$ cat src/rtl/prbs_chk_pkg.sv
package prbs_chk_pkg;

  typedef enum logic [1:0] {
    PRIME_EMPTY = 2'd0,
    PRIME_ONE   = 2'd1,
    PRIME_FULL  = 2'd2
  } prime_e;

  function automatic int unsigned run_width(input int unsigned limit);
    return (limit < 2) ? 1 : $clog2(limit + 1);
  endfunction

endpackage

$ cat src/rtl/prbs_lock_hyst.sv
module prbs_lock_hyst #(
  parameter int unsigned LOCK_N   = 17,
  parameter int unsigned UNLOCK_N = 22
) (
  input  logic clk,
  input  logic rst,
  input  logic verdict_v,
  input  logic verdict_bad,
  output logic err_o,
  output logic lock_o
);
  import prbs_chk_pkg::*;

  localparam int unsigned GW = run_width(LOCK_N);
  localparam int unsigned BW = run_width(UNLOCK_N);
  localparam logic [GW-1:0] GOOD_LAST = GW'(LOCK_N - 1);
  localparam logic [BW-1:0] BAD_LAST  = BW'(UNLOCK_N - 1);

  logic [GW-1:0] good_run;
  logic [BW-1:0] bad_run;

  always_ff @(posedge clk) begin
    if (rst) begin
      good_run <= '0;
      bad_run  <= '0;
      err_o    <= 1'b0;
      lock_o   <= 1'b0;
    end else if (verdict_v) begin
      err_o <= verdict_bad;
      if (!lock_o) begin
        bad_run <= '0;
        if (verdict_bad) begin
          good_run <= '0;
        end else if (good_run == GOOD_LAST) begin
          good_run <= '0;
          lock_o   <= 1'b1;
        end else begin
          good_run <= good_run + 1'b1;
        end
      end else begin
        good_run <= '0;
        if (!verdict_bad) begin
          bad_run <= '0;
        end else if (bad_run == BAD_LAST) begin
          bad_run <= '0;
          lock_o  <= 1'b0;
        end else begin
          bad_run <= bad_run + 1'b1;
        end
      end
    end
  end

  p_reset_clear_r1: assert property (@(posedge clk) rst |=> (!lock_o && !err_o));

  p_hold_no_verdict_r4: assert property (@(posedge clk) disable iff (rst)
    !verdict_v |=> ($stable(err_o) && $stable(lock_o)));

  p_lock_rise_good_r7: assert property (@(posedge clk) disable iff (rst)
    $rose(lock_o) |-> $past(verdict_v && !verdict_bad));

  p_lock_fall_bad_r9: assert property (@(posedge clk) disable iff (rst)
    $fell(lock_o) |-> $past(verdict_v && verdict_bad));

  p_good_run_bound_r8: assert property (@(posedge clk) disable iff (rst)
    (good_run <= GOOD_LAST) && (bad_run <= BAD_LAST));

endmodule

$ cat config.mk
export PLATFORM = sky130hd
export DESIGN_NAME = prbs_lock_hyst
export DESIGN_NICKNAME = d
export VERILOG_FILES = /design/src/rtl/prbs_chk_pkg.sv /design/src/rtl/prbs_lock_hyst.sv
export SDC_FILE = /design/constraint.sdc
export NUM_CORES = 1
export LEC_CHECK = 0
export BUFFER_PORTS_ARGS = -buffer_cell sky130_fd_sc_hd__buf_2
export CORE_AREA = 2 2 39 41
export CTS_BUF_LIST = sky130_fd_sc_hd__clkbuf_2
export DETAILED_ROUTE_END_ITERATION = 10
export DIE_AREA = 0 0 41 43
export PLACE_DENSITY = 0.72
export SYNTH_ARGS = -nofsm -noshare
export SYNTH_HDL_FRONTEND = slang
export SYNTH_SLANG_ARGS = --single-unit
$ cat constraint.sdc
create_clock -name clk -period 1.95 [get_ports clk]
set_clock_uncertainty 0.1 [all_clocks]
set_input_delay 0.195 -clock clk [delete_from_list [all_inputs] [get_ports clk]]
set_output_delay 0.195 -clock clk [all_outputs]
set_load 0.02 [all_outputs]
After elaboration in Yosys (flattened, before gate mapping)

Index checks and enable logic that the tools add are counted.

$add $sub $neg: 2
Eq/ne operators: 2
Mux-type cells: 11

Operators by type and width:

| kind                | number |
|---|---|
| $mux 5              | 6 |
| $add 5x1->5 const B | 2 |
| $eq 5x5->1 const B  | 2 |
| $mux 1              | 5 |

Bits in registers: 12
Input bits: 4
Output and inout port bits: 2

Logic depth before layout (Yosys ltp)

Gate-level depths: netlist of run 1.

Depth after elaboration: 4
Depth in mapped cells: 5

Worst setup path after synthesis of run 1

Ideal clock, no wire load.

Path kind: register to register
Start point: register lock_o
End point: register good_run[4]
Setup time: 0.074 ns
Arrival time: 1.179 ns
Slack: 0.596 ns
Stages on the path, launching flop included: 4
Path buffers: 0
Period minus slack after synthesis: 1.354 ns
Cells stage by stage: dfxtp_1 > or2_0 > or4_1 > a31oi_1

Longest elaborated chain between the ends: 1

Ends and longest elaborated chain:

| element                  | RTL line             | text |
|---|---|---|
| start: declaration       | prbs_lock_hyst.sv:10 | `output logic lock_o` |
| start signal: assignment | prbs_lock_hyst.sv:27 | `lock_o <= 1'b0;` |
| start signal: assignment | prbs_lock_hyst.sv:36 | `lock_o <= 1'b1;` |
| start signal: assignment | prbs_lock_hyst.sv:46 | `lock_o <= 1'b0;` |
| $mux 5                   | prbs_lock_hyst.sv:30 | `if (!lock_o) begin` |
| end signal: assignment   | prbs_lock_hyst.sv:38 | `good_run <= good_run + 1'b1;` |
| end: declaration         | prbs_lock_hyst.sv:19 | `logic [GW-1:0] good_run;` |

Every way passes these cells.
A chain may end at the register's enable or synchronous reset.

Worst setup path in the final report of run 1

Start point: register good_run[0]
End point: register lock_o

Longest elaborated chain between the ends: 4

Ends and longest elaborated chain:

| element    | RTL line             | text |
|---|---|---|
| $eq 5x5->1 | prbs_lock_hyst.sv:34 | `end else if (good_run == GOOD_LAST) begin` |
| $mux 1     | prbs_lock_hyst.sv:34 |  |
| $mux 1     | prbs_lock_hyst.sv:32 | `if (verdict_bad) begin` |
| $mux 1     | prbs_lock_hyst.sv:30 |  |

Every way passes these cells.

==> results of run 1 <==
-- placed cells by master (no fill, tap or decap), types with 2 or more instances in the layout --
master    netlist  final
dfxtp_1        12     12
a21oi_1         8      8
inv_1           7      7
nand2_1         7      7
nand3_1         6      6
nand4_1         5      5
buf_2           1      5
ha_1            4      4
clkbuf_2        0      3
xor2_1          2      2
o31ai_1         2      2
nand3b_1        2      2
nor2_1          2      2
nor2b_1         2      2
a31oi_1         2      2
o21ai_0         2      2
-- sequential cells by signal, indices dropped and copies added (netlist names) --
signal	flops
bad_run	5
err_o	1
good_run	5
lock_o	1
-- logic make-up (layout without fill, tap and decap cells) --
group / count (synthesis) / count (layout) / synth area share [%]
DFF: 12 / 12 / 37.6
AOI/OAI and AO/OA: 17 / 17 / 16.5
buffers and inverters: 10 / 15 / 7.25
xor gates and xnor gates: 2 / 2 / 2.75
and+or+nand+nor: 31 / 31 / 28.0
adders and majority gates: 4 / 4 / 7.84
-- final timing paths --
| path | from | to | slack, ps | depth (start not counted) |
|---|---|---|---|---|
| setup / recovery | good_run[0] | lock_o | 550 | 5 |
| hold reg to reg | err_o | err_o | 380 | 2 |
| hold / removal | verdict_v | bad_run[2] | 130 | 2 |
| setup reg to reg | good_run[0] | lock_o | 550 | 5 |
-- per-stage QoR --
stage | util (%) | std cells | cell area, sq um | hold WS, ps | setup slack, ps
floorplan | - | 76 | 638 | 198 | 596
global route | 49.0 | 97 | 678 | 125 | 449
global placement | 47.9 | 94 | 663 | 354 | 603
finish | 49.0 | 97 | 678 | 127 | 552
CTS | 49.0 | 97 | 678 | 129 | 554
detailed placement | 47.9 | 94 | 663 | 374 | 581
-- cell type report --
cell class / instances / area (sq um) / share of cell area (%)
multi-input cells: 54 / 352 / 51.8
flip-flops and latches: 12 / 240 / 35.4
inverters: 7 / 26.3 / 3.87
repair buffers: 5 / 25.0 / 3.69
well taps: 16 / 20.0 / 2.95
clock buffers: 3 / 15.0 / 2.21
-- report_power, final --
group | switching, uW | total, uW | internal, uW
Combinational | 19.7 | 27.7 | 7.93
Sequential | 2.55 | 250 | 248
Clock | 84.8 | 127 | 41.9
Total | 107 | 405 | 298
-- layer usage --
| metal | global-route usage [%] | vias up | wire, microns | part of all wire, % |
|---|---|---|---|---|
| met2 | 21.3 | 26 | 528 | 43 |
| met1 | 23.6 | 257 | 558 | 46 |
| met5 | 0 | - | 0 | 0 |
| li1 | - | 287 | - | - |
| met4 | 12.0 | 0 | 37 | 3.0 |
| met3 | 4.71 | 5 | 98 | 8.0 |
==> metrics.txt, run 1 <==
DRT iter0 DRCs 22; Critical path buffers and inverters 1; dominant synthesized flop cell dfxtp_1; vias in the first global route roughly 460; Initial DRT Pass Iterations 4; most common library cells after synthesis dfxtp_1, a21oi_1, inv_1, nand2_1, nand3_1; fraction of registers with async set/reset 0%; Top delay family on crit path compound AO/OA/AOI/OAI gates; unrepaired setup endpoints after global routing no; antenna cell count 0; Hold Path Class in -> reg; WL per Instance 12.6 microns; H-tree depth 1; Fmax achieved between 700 and 800 MHz; grt total ovfl 0; # setup viols final 0; routed via count roughly 580; synth warn 0; status completed; Worst setup SP type flip-flop; crit path max fanout 6; Clock Path Buffers 2; Placer Congestion about 0.95; Synth Register Bits 12; syn_area_per_cell ~8.4 sq um; Fillers roughly 130; Yosys top cell by area dfxtp_1; Netlist cell types 26; Post-CTS Setup Repair Bufs 0; minimum clock period roughly 1400 ps; count leader, synth dfxtp_1; Core Region 0.00138 sq mm; Worst path max stage delay between 300 and 400 ps; Worst-path clk slew roughly 120 ps; final period utilization between 70 and 80%; sequential fraction of the synthesis area 37.6%; Hold-fix buffers, CTS 0; Total GRT Usage 16.9%; cts bufs inserted 3; MaxCap Viol Count 0; Die X approximately 40 microns; area growth from synthesis to layout 6.27%; Worst Tran Pin Value approximately 380 ps; largest net degree at the start of global routing 14; chip height ~43 microns; Synth area leaders dfxtp_1, ha_1, a21oi_1; final net count around 90; die area between 0.0015 and 0.002 sq mm; Post-Route WL between 1000 and 1500 microns; share of cells above drive strength 1 11.1%; Max stage delay cell, worst path dfxtp_1; static leakage ~0.00026 uW; post_cts resized 0; IO Pins 6; Critical Path RT roughly 2100 ps; CP endpoint kind flip-flop; setup TNS 0 ps; CTS tree done; worst endpoint data arrival time 1530 ps; PD cells ~600 mW/mm^2; Post-synth EDFFs 0; Tot Pwr approximately 400 uW; Via density roughly 5.9; # rows 14; CTS root buffer clkbuf_2; antenna viol nets, final 0; I/O Buffers 5; cell area after synthesis ~640 sq um; Post-route DRC 0; final hold violation count 0; CP Cell Sequence inv_1, ha_1, nand4bb_1, o21ai_0, o211a_1; HPWL Detailed about 830 microns; antenna violations before repair 0; CTS sink count 12; Synth top area share between 30% and 40%; Starting Density 46.1%; global-route wire length before repair slightly below 2000 microns; Worst-Skew Late Latency 270 ps; critical path type reg -> reg; peak supply drop around 380 uV; Max-slew headroom between 70% and 80%; Slew Limit Fails 0; Post-Syn Instances between 70 and 80; syn nets between 80 and 90
No activity file was read; power rests on OpenSTA's default activity.
==> inputs of run 2 (changes only) <==
Clock period 1.95 ns to 1.34 ns, I/O delays scaled along.
==> run 2 against run 1 <==
  * Core utilization grew 8.9 points
  * Setup slack lost 530 ps
  * Sequential power grew 44%
  * Fmax grew 5.9%
  * Largest cell class unchanged
==> metrics.txt, run 2 (synthesized netlist as in run 1, its figures left out) <==
share of cells above drive strength 1 31.8% (was 11.1%); Cells after DPL 99 (was 94); Post-Route WL 1310 microns (was 1220 microns); unrepaired setup endpoints after global routing yes (was no); peak supply drop 534 uV (was 377 uV); WL per Instance 12.6 microns (about the same); area growth from synthesis to layout 25.5% (was 6.27%); IO Pins 6 (unchanged); Critical Path RT 1440 ps (was 2080 ps); global-route wire length before repair 2260 microns (was 1970 microns); setup ws final 20.2 ps (was 552 ps); Top Registers bad_run (5), good_run (5) (unchanged); final hold violation count 0 (unchanged); Placer Congestion 0.837 (was 0.951); Post-route DRC 0 (unchanged); Clock Path Buffers 2 (unchanged); dpl ws -50.2 ps (was 581 ps); # setup viols final 0 (unchanged); # rows 14 (unchanged); CTS sink count 12 (unchanged); die area 0.00176 sq mm (unchanged); Hold Path Class in -> reg (unchanged); Initial DRT Pass Iterations 4 (unchanged); Total GRT Usage 18.8% (was 16.9%); antenna violations before repair 0 (unchanged); Via density 5.58 (was 5.93); largest net degree at the start of global routing 14 (unchanged); multi-input logic area 412 sq um (was 352 sq um); Core Region 0.00138 sq mm (unchanged); R2R Path Start good_run[1] (was good_run[0]); I/O Buffers 5 (unchanged); routed via count 580 (was 575); crit path max fanout 5 (was 6); CP Launch Point good_run[1] (was good_run[0]); antenna viol nets, final 0 (unchanged); final net count 97 (was 91); Max-slew headroom 82.9% (was 74.7%); CP Cell Sequence ha_4, nand3_2, or4_1, a31oi_1 (was inv_1, ha_1, nand4bb_1, o21ai_0, o211a_1); H-tree depth 1 (unchanged); static leakage 0.000303 uW (was 0.000264 uW); Slew Limit Fails 0 (unchanged); antenna cell count 0 (unchanged); Worst setup SP type flip-flop (unchanged); commonest non-fill, non-tap cell in the layout a21oi_1 (was dfxtp_1); Worst-Skew Late Latency 260 ps (was 270 ps); Max stage delay cell, worst path or4_1 (was dfxtp_1); hold path start verdict_bad (was verdict_v); final period utilization 98.5% (was 71.7%); Worst path max stage delay 400 ps (was 370 ps); grt total ovfl 0 (unchanged); Starting Density 46.1% (unchanged); PD cells 745 mW/mm^2 (was 597 mW/mm^2); FF/Latch Area 254 sq um (was 240 sq um); critical path type reg -> reg (unchanged); Worst Tran Pin Value 256 ps (was 378 ps); cts bufs inserted 3 (unchanged); Fmax achieved 758 MHz (was 715 MHz); DRT iter0 DRCs 12 (was 22); Die X 41 microns (unchanged); vias in the first global route 531 (was 462); status completed (unchanged); CTS tree done (unchanged); Finished Layout Cells 104 (was 97); minimum clock period 1320 ps (was 1400 ps); commonest non-fill, non-tap cells in the layout a21oi_1, nand2_1, dfxtp_1 (was dfxtp_1, a21oi_1, inv_1, nand2_1, nand3_1); HPWL Detailed 934 microns (was 827 microns); CP endpoint kind flip-flop (unchanged); CTS root buffer clkbuf_2 (unchanged); worst endpoint data arrival time 1420 ps (was 1530 ps); MaxCap Viol Count 0 (unchanged); Worst-path clk slew 120 ps (about the same); chip height 43 microns (unchanged); Fillers 131 (was 125)
## run 2: cell count changes in the layout (fill, tap and decap cells not counted), moves of 2 or more
cell     previous run  this run
buf_4               0         6
dfxtp_1            12         7
dfxtp_4             0         3
dfxtp_2             0         2
ha_1                4         2
ha_4                0         2
## run 2: power breakdown
| part | leakage, uW | internal, uW | switching (uW) | total [uW] |
|---|---|---|---|---|
| logic | 0.000188 | 16.8 | 33.2 | 50.0 |
| clock network | 0.0000140 | 64.8 | 121 | 186 |
| registers | 0.000100 | 356 | 4.37 | 361 |
## run 2: through the flow
step	power (uW)	cell area (sq um)	TNS [ps]	utilization [%]	hold slack, ps
after CTS	602	739	-23.9	53.4	89.6
after floorplan	402	639	0	-	137
after global placement	416	702	-12.1	50.7	354
after detailed placement	417	702	-55.0	50.7	373
final	597	801	0	57.9	99.9
after global routing	622	801	-57.9	57.9	109
## run 2: routing by layer
| metal | up-vias | share of wire (%) | GRT usage, % |
|---|---|---|---|
| li1 | 301 | - | - |
| met1 | 267 | 47 | 25.2 |
| met2 | 8 | 48 | 26.9 |
| met3 | 4 | 2.5 | 4.71 |
| met4 | 0 | 2.4 | 10.0 |
| met5 | - | 0 | 0 |
## run 2: path summary, 6_finish.rpt
| path | slack (ps) | endpoint | cells after the start |
|---|---|---|---|
| worst min register to register | 390 | err_o | 2 |
| worst max-delay path | 20 | good_run[4] | 4 |
| worst min-delay path | 100 | err_o | 3 |
| worst max register to register | 20 | good_run[4] | 4 |
## run 2: cell type report
cell class	instances	share of cell area (%)
clock buffer	3	1.88
clock inverter	1	0.469
inverter	7	3.28
timing repair buffer	11	8.75
sequential	12	31.7
tap	16	2.50
multi-input combinational	54	51.4
## run 2: critical path, delay by kind of cell, from the launching register on
kind | cells | cell delay (ps)
AND/OR/NAND/NOR | 2 | 470
flip-flops | 1 | 390
AO/OA/AOI/OAI | 1 | 160
adder cells (fa/ha/maj) | 1 | 140
## run 2: repair_timing
item	in CTS	in global routing
pin swaps	0	7
hold buffers	0	0
buffers inserted	0	1
setup endpoints to repair	2	9
gates resized for setup	3	15
==> inputs of run 3 (changes only) <==
Settings changed: RECOVER_POWER set to 25.
==> run 3 against run 2 <==
  * Power barely moved
  * Setup slack unchanged
  * Register-to-register slack about the same
  * Critical endpoint unchanged
==> metrics.txt, run 3 (synthesized netlist as in run 1, its figures left out) <==
crit path max fanout 5 (unchanged); CP Cell Sequence ha_4, nand3_2, or4_1, a31oi_1 (unchanged); Via density 5.58 (unchanged); Worst setup SP type flip-flop (unchanged); Max stage delay cell, worst path or4_1 (unchanged); CP endpoint kind flip-flop (unchanged); static leakage 0.000299 uW (was 0.000303 uW); I/O Buffers 5 (unchanged); HPWL Detailed 934 microns (unchanged); Worst-Skew Late Latency 260 ps (about the same); antenna viol nets, final 0 (unchanged); Initial DRT Pass Iterations 4 (unchanged); minimum clock period 1320 ps (unchanged); Critical path buffers and inverters 0 (unchanged); Hold Path Class in -> reg (unchanged); MaxCap Viol Count 0 (unchanged); Worst Tran Pin Value 256 ps (unchanged); WL per Instance 12.6 microns (about the same); Total GRT Usage 18.8% (unchanged); antenna cell count 0 (unchanged); Worst path max stage delay 400 ps (about the same); area growth from synthesis to layout 25.3% (was 25.5%); unrepaired setup endpoints after global routing yes (unchanged); worst endpoint data arrival time 1420 ps (about the same); Starting Density 46.1% (unchanged); # setup viols final 0 (unchanged); peak supply drop 534 uV (about the same); Clock Path Buffers 2 (unchanged); final period utilization 98.5% (unchanged); Max-slew headroom 82.9% (unchanged); Die X 41 microns (unchanged); grt total ovfl 0 (unchanged); CTS sink count 12 (unchanged); # rows 14 (unchanged); Slew Limit Fails 0 (unchanged); die area 0.00176 sq mm (unchanged); status completed (unchanged); Worst-path clk slew 120 ps (about the same); Hold-fix buffers, CTS 0 (unchanged); CTS tree done (unchanged); routed via count 580 (unchanged); commonest non-fill, non-tap cell in the layout a21oi_1 (unchanged); Post-route DRC 0 (unchanged); Top Registers bad_run (5), good_run (5) (unchanged); global-route wire length before repair 2260 microns (unchanged); share of cells above drive strength 1 30.7% (was 31.8%); final net count 97 (unchanged); final hold violation count 0 (unchanged); IO Pins 6 (unchanged); critical path type reg -> reg (unchanged); Core Region 0.00138 sq mm (unchanged); H-tree depth 1 (unchanged); post-placement cell area 702 sq um (unchanged); fin area 800 sq um (was 801 sq um); hold path cells 3 (unchanged); vias in the first global route 531 (unchanged); PD cells 746 mW/mm^2 (was 745 mW/mm^2); CTS root buffer clkbuf_2 (unchanged); largest net degree at the start of global routing 14 (unchanged); cts bufs inserted 3 (unchanged); Fmax achieved 758 MHz (unchanged); R2R depth 4 (unchanged); DRT iter0 DRCs 12 (unchanged); commonest non-fill, non-tap cells in the layout a21oi_1, nand2_1, dfxtp_1 (unchanged); Critical Path RT 1440 ps (about the same); antenna violations before repair 0 (unchanged); chip height 43 microns (unchanged); Placer Congestion 0.837 (unchanged); WP depth 4 (unchanged); setup TNS 0 ps (unchanged); Top delay family on crit path simple AND/OR/NAND/NOR gates (unchanged); Post-Route WL 1310 microns (about the same)
[run 3: changes by cell type in the layout (fill, tap and decap cells not counted), sizes merged]
| cell | before | now |
|---|---|---|
| buf | 11 | 10 |
| clkbuf | 3 | 4 |
[run 3: repair_timing]
action / 4_1_cts / 5_1_grt
pin swaps: 0 / 7
setup endpoints to repair: 2 / 9
cloned: 0 / 0
buffers inserted: 0 / 1
resized for setup: 3 / 15
[run 3: cell type report]
cell class                 count  area [sq um]
clock buffer                   3          15.0
multi-input combinational     54           412
clock inverter                 1          3.75
sequential                    12           254
timing repair buffer          11          68.8
fill                         132           584
tap                           16          20.0
inverter                       7          26.3
[run 3: power breakdown]
group / internal, uW / switching [uW]
combinational: 16.4 / 33.1
clock: 64.8 / 121
sequential: 356 / 4.40
[run 3: layer usage]
metal	vias up	part of all wire, %	global-route usage, %
li1	301	-	-
met1	267	47	25.2
met2	8	48	26.9
met3	4	2.9	4.71
met4	0	2.4	10.0
met5	-	0	0
[run 3: worst reg2reg max path, delay by kind of cell, from the launching register on]
kind,cells,cell delay [ps]
and+or+nand+nor,2,470
AOI/OAI and AO/OA,1,160
adders and majority gates,1,140
DFF,1,390
[run 3: through the flow]
| step | power (uW) | setup slack, ps | hold WS [ps] | util, % | std cells |
|---|---|---|---|---|---|
| floorplan | 402 | 37.1 | 137 | - | 76 |
| global placement | 416 | -12.1 | 354 | 50.7 | 99 |
| detailed placement | 417 | -50.2 | 373 | 50.7 | 99 |
| CTS | 602 | -23.9 | 89.6 | 53.4 | 103 |
| global route | 621 | -46.3 | 109 | 57.8 | 104 |
| finish | 596 | 20.2 | 99.5 | 57.8 | 104 |
[run 3: final timing paths]
kind,from,endpoint,slack [ps]
setup / recovery,good_run[1],good_run[4],20
hold / removal,verdict_bad,err_o,100
setup reg to reg,good_run[1],good_run[4],20
hold reg to reg,err_o,err_o,390
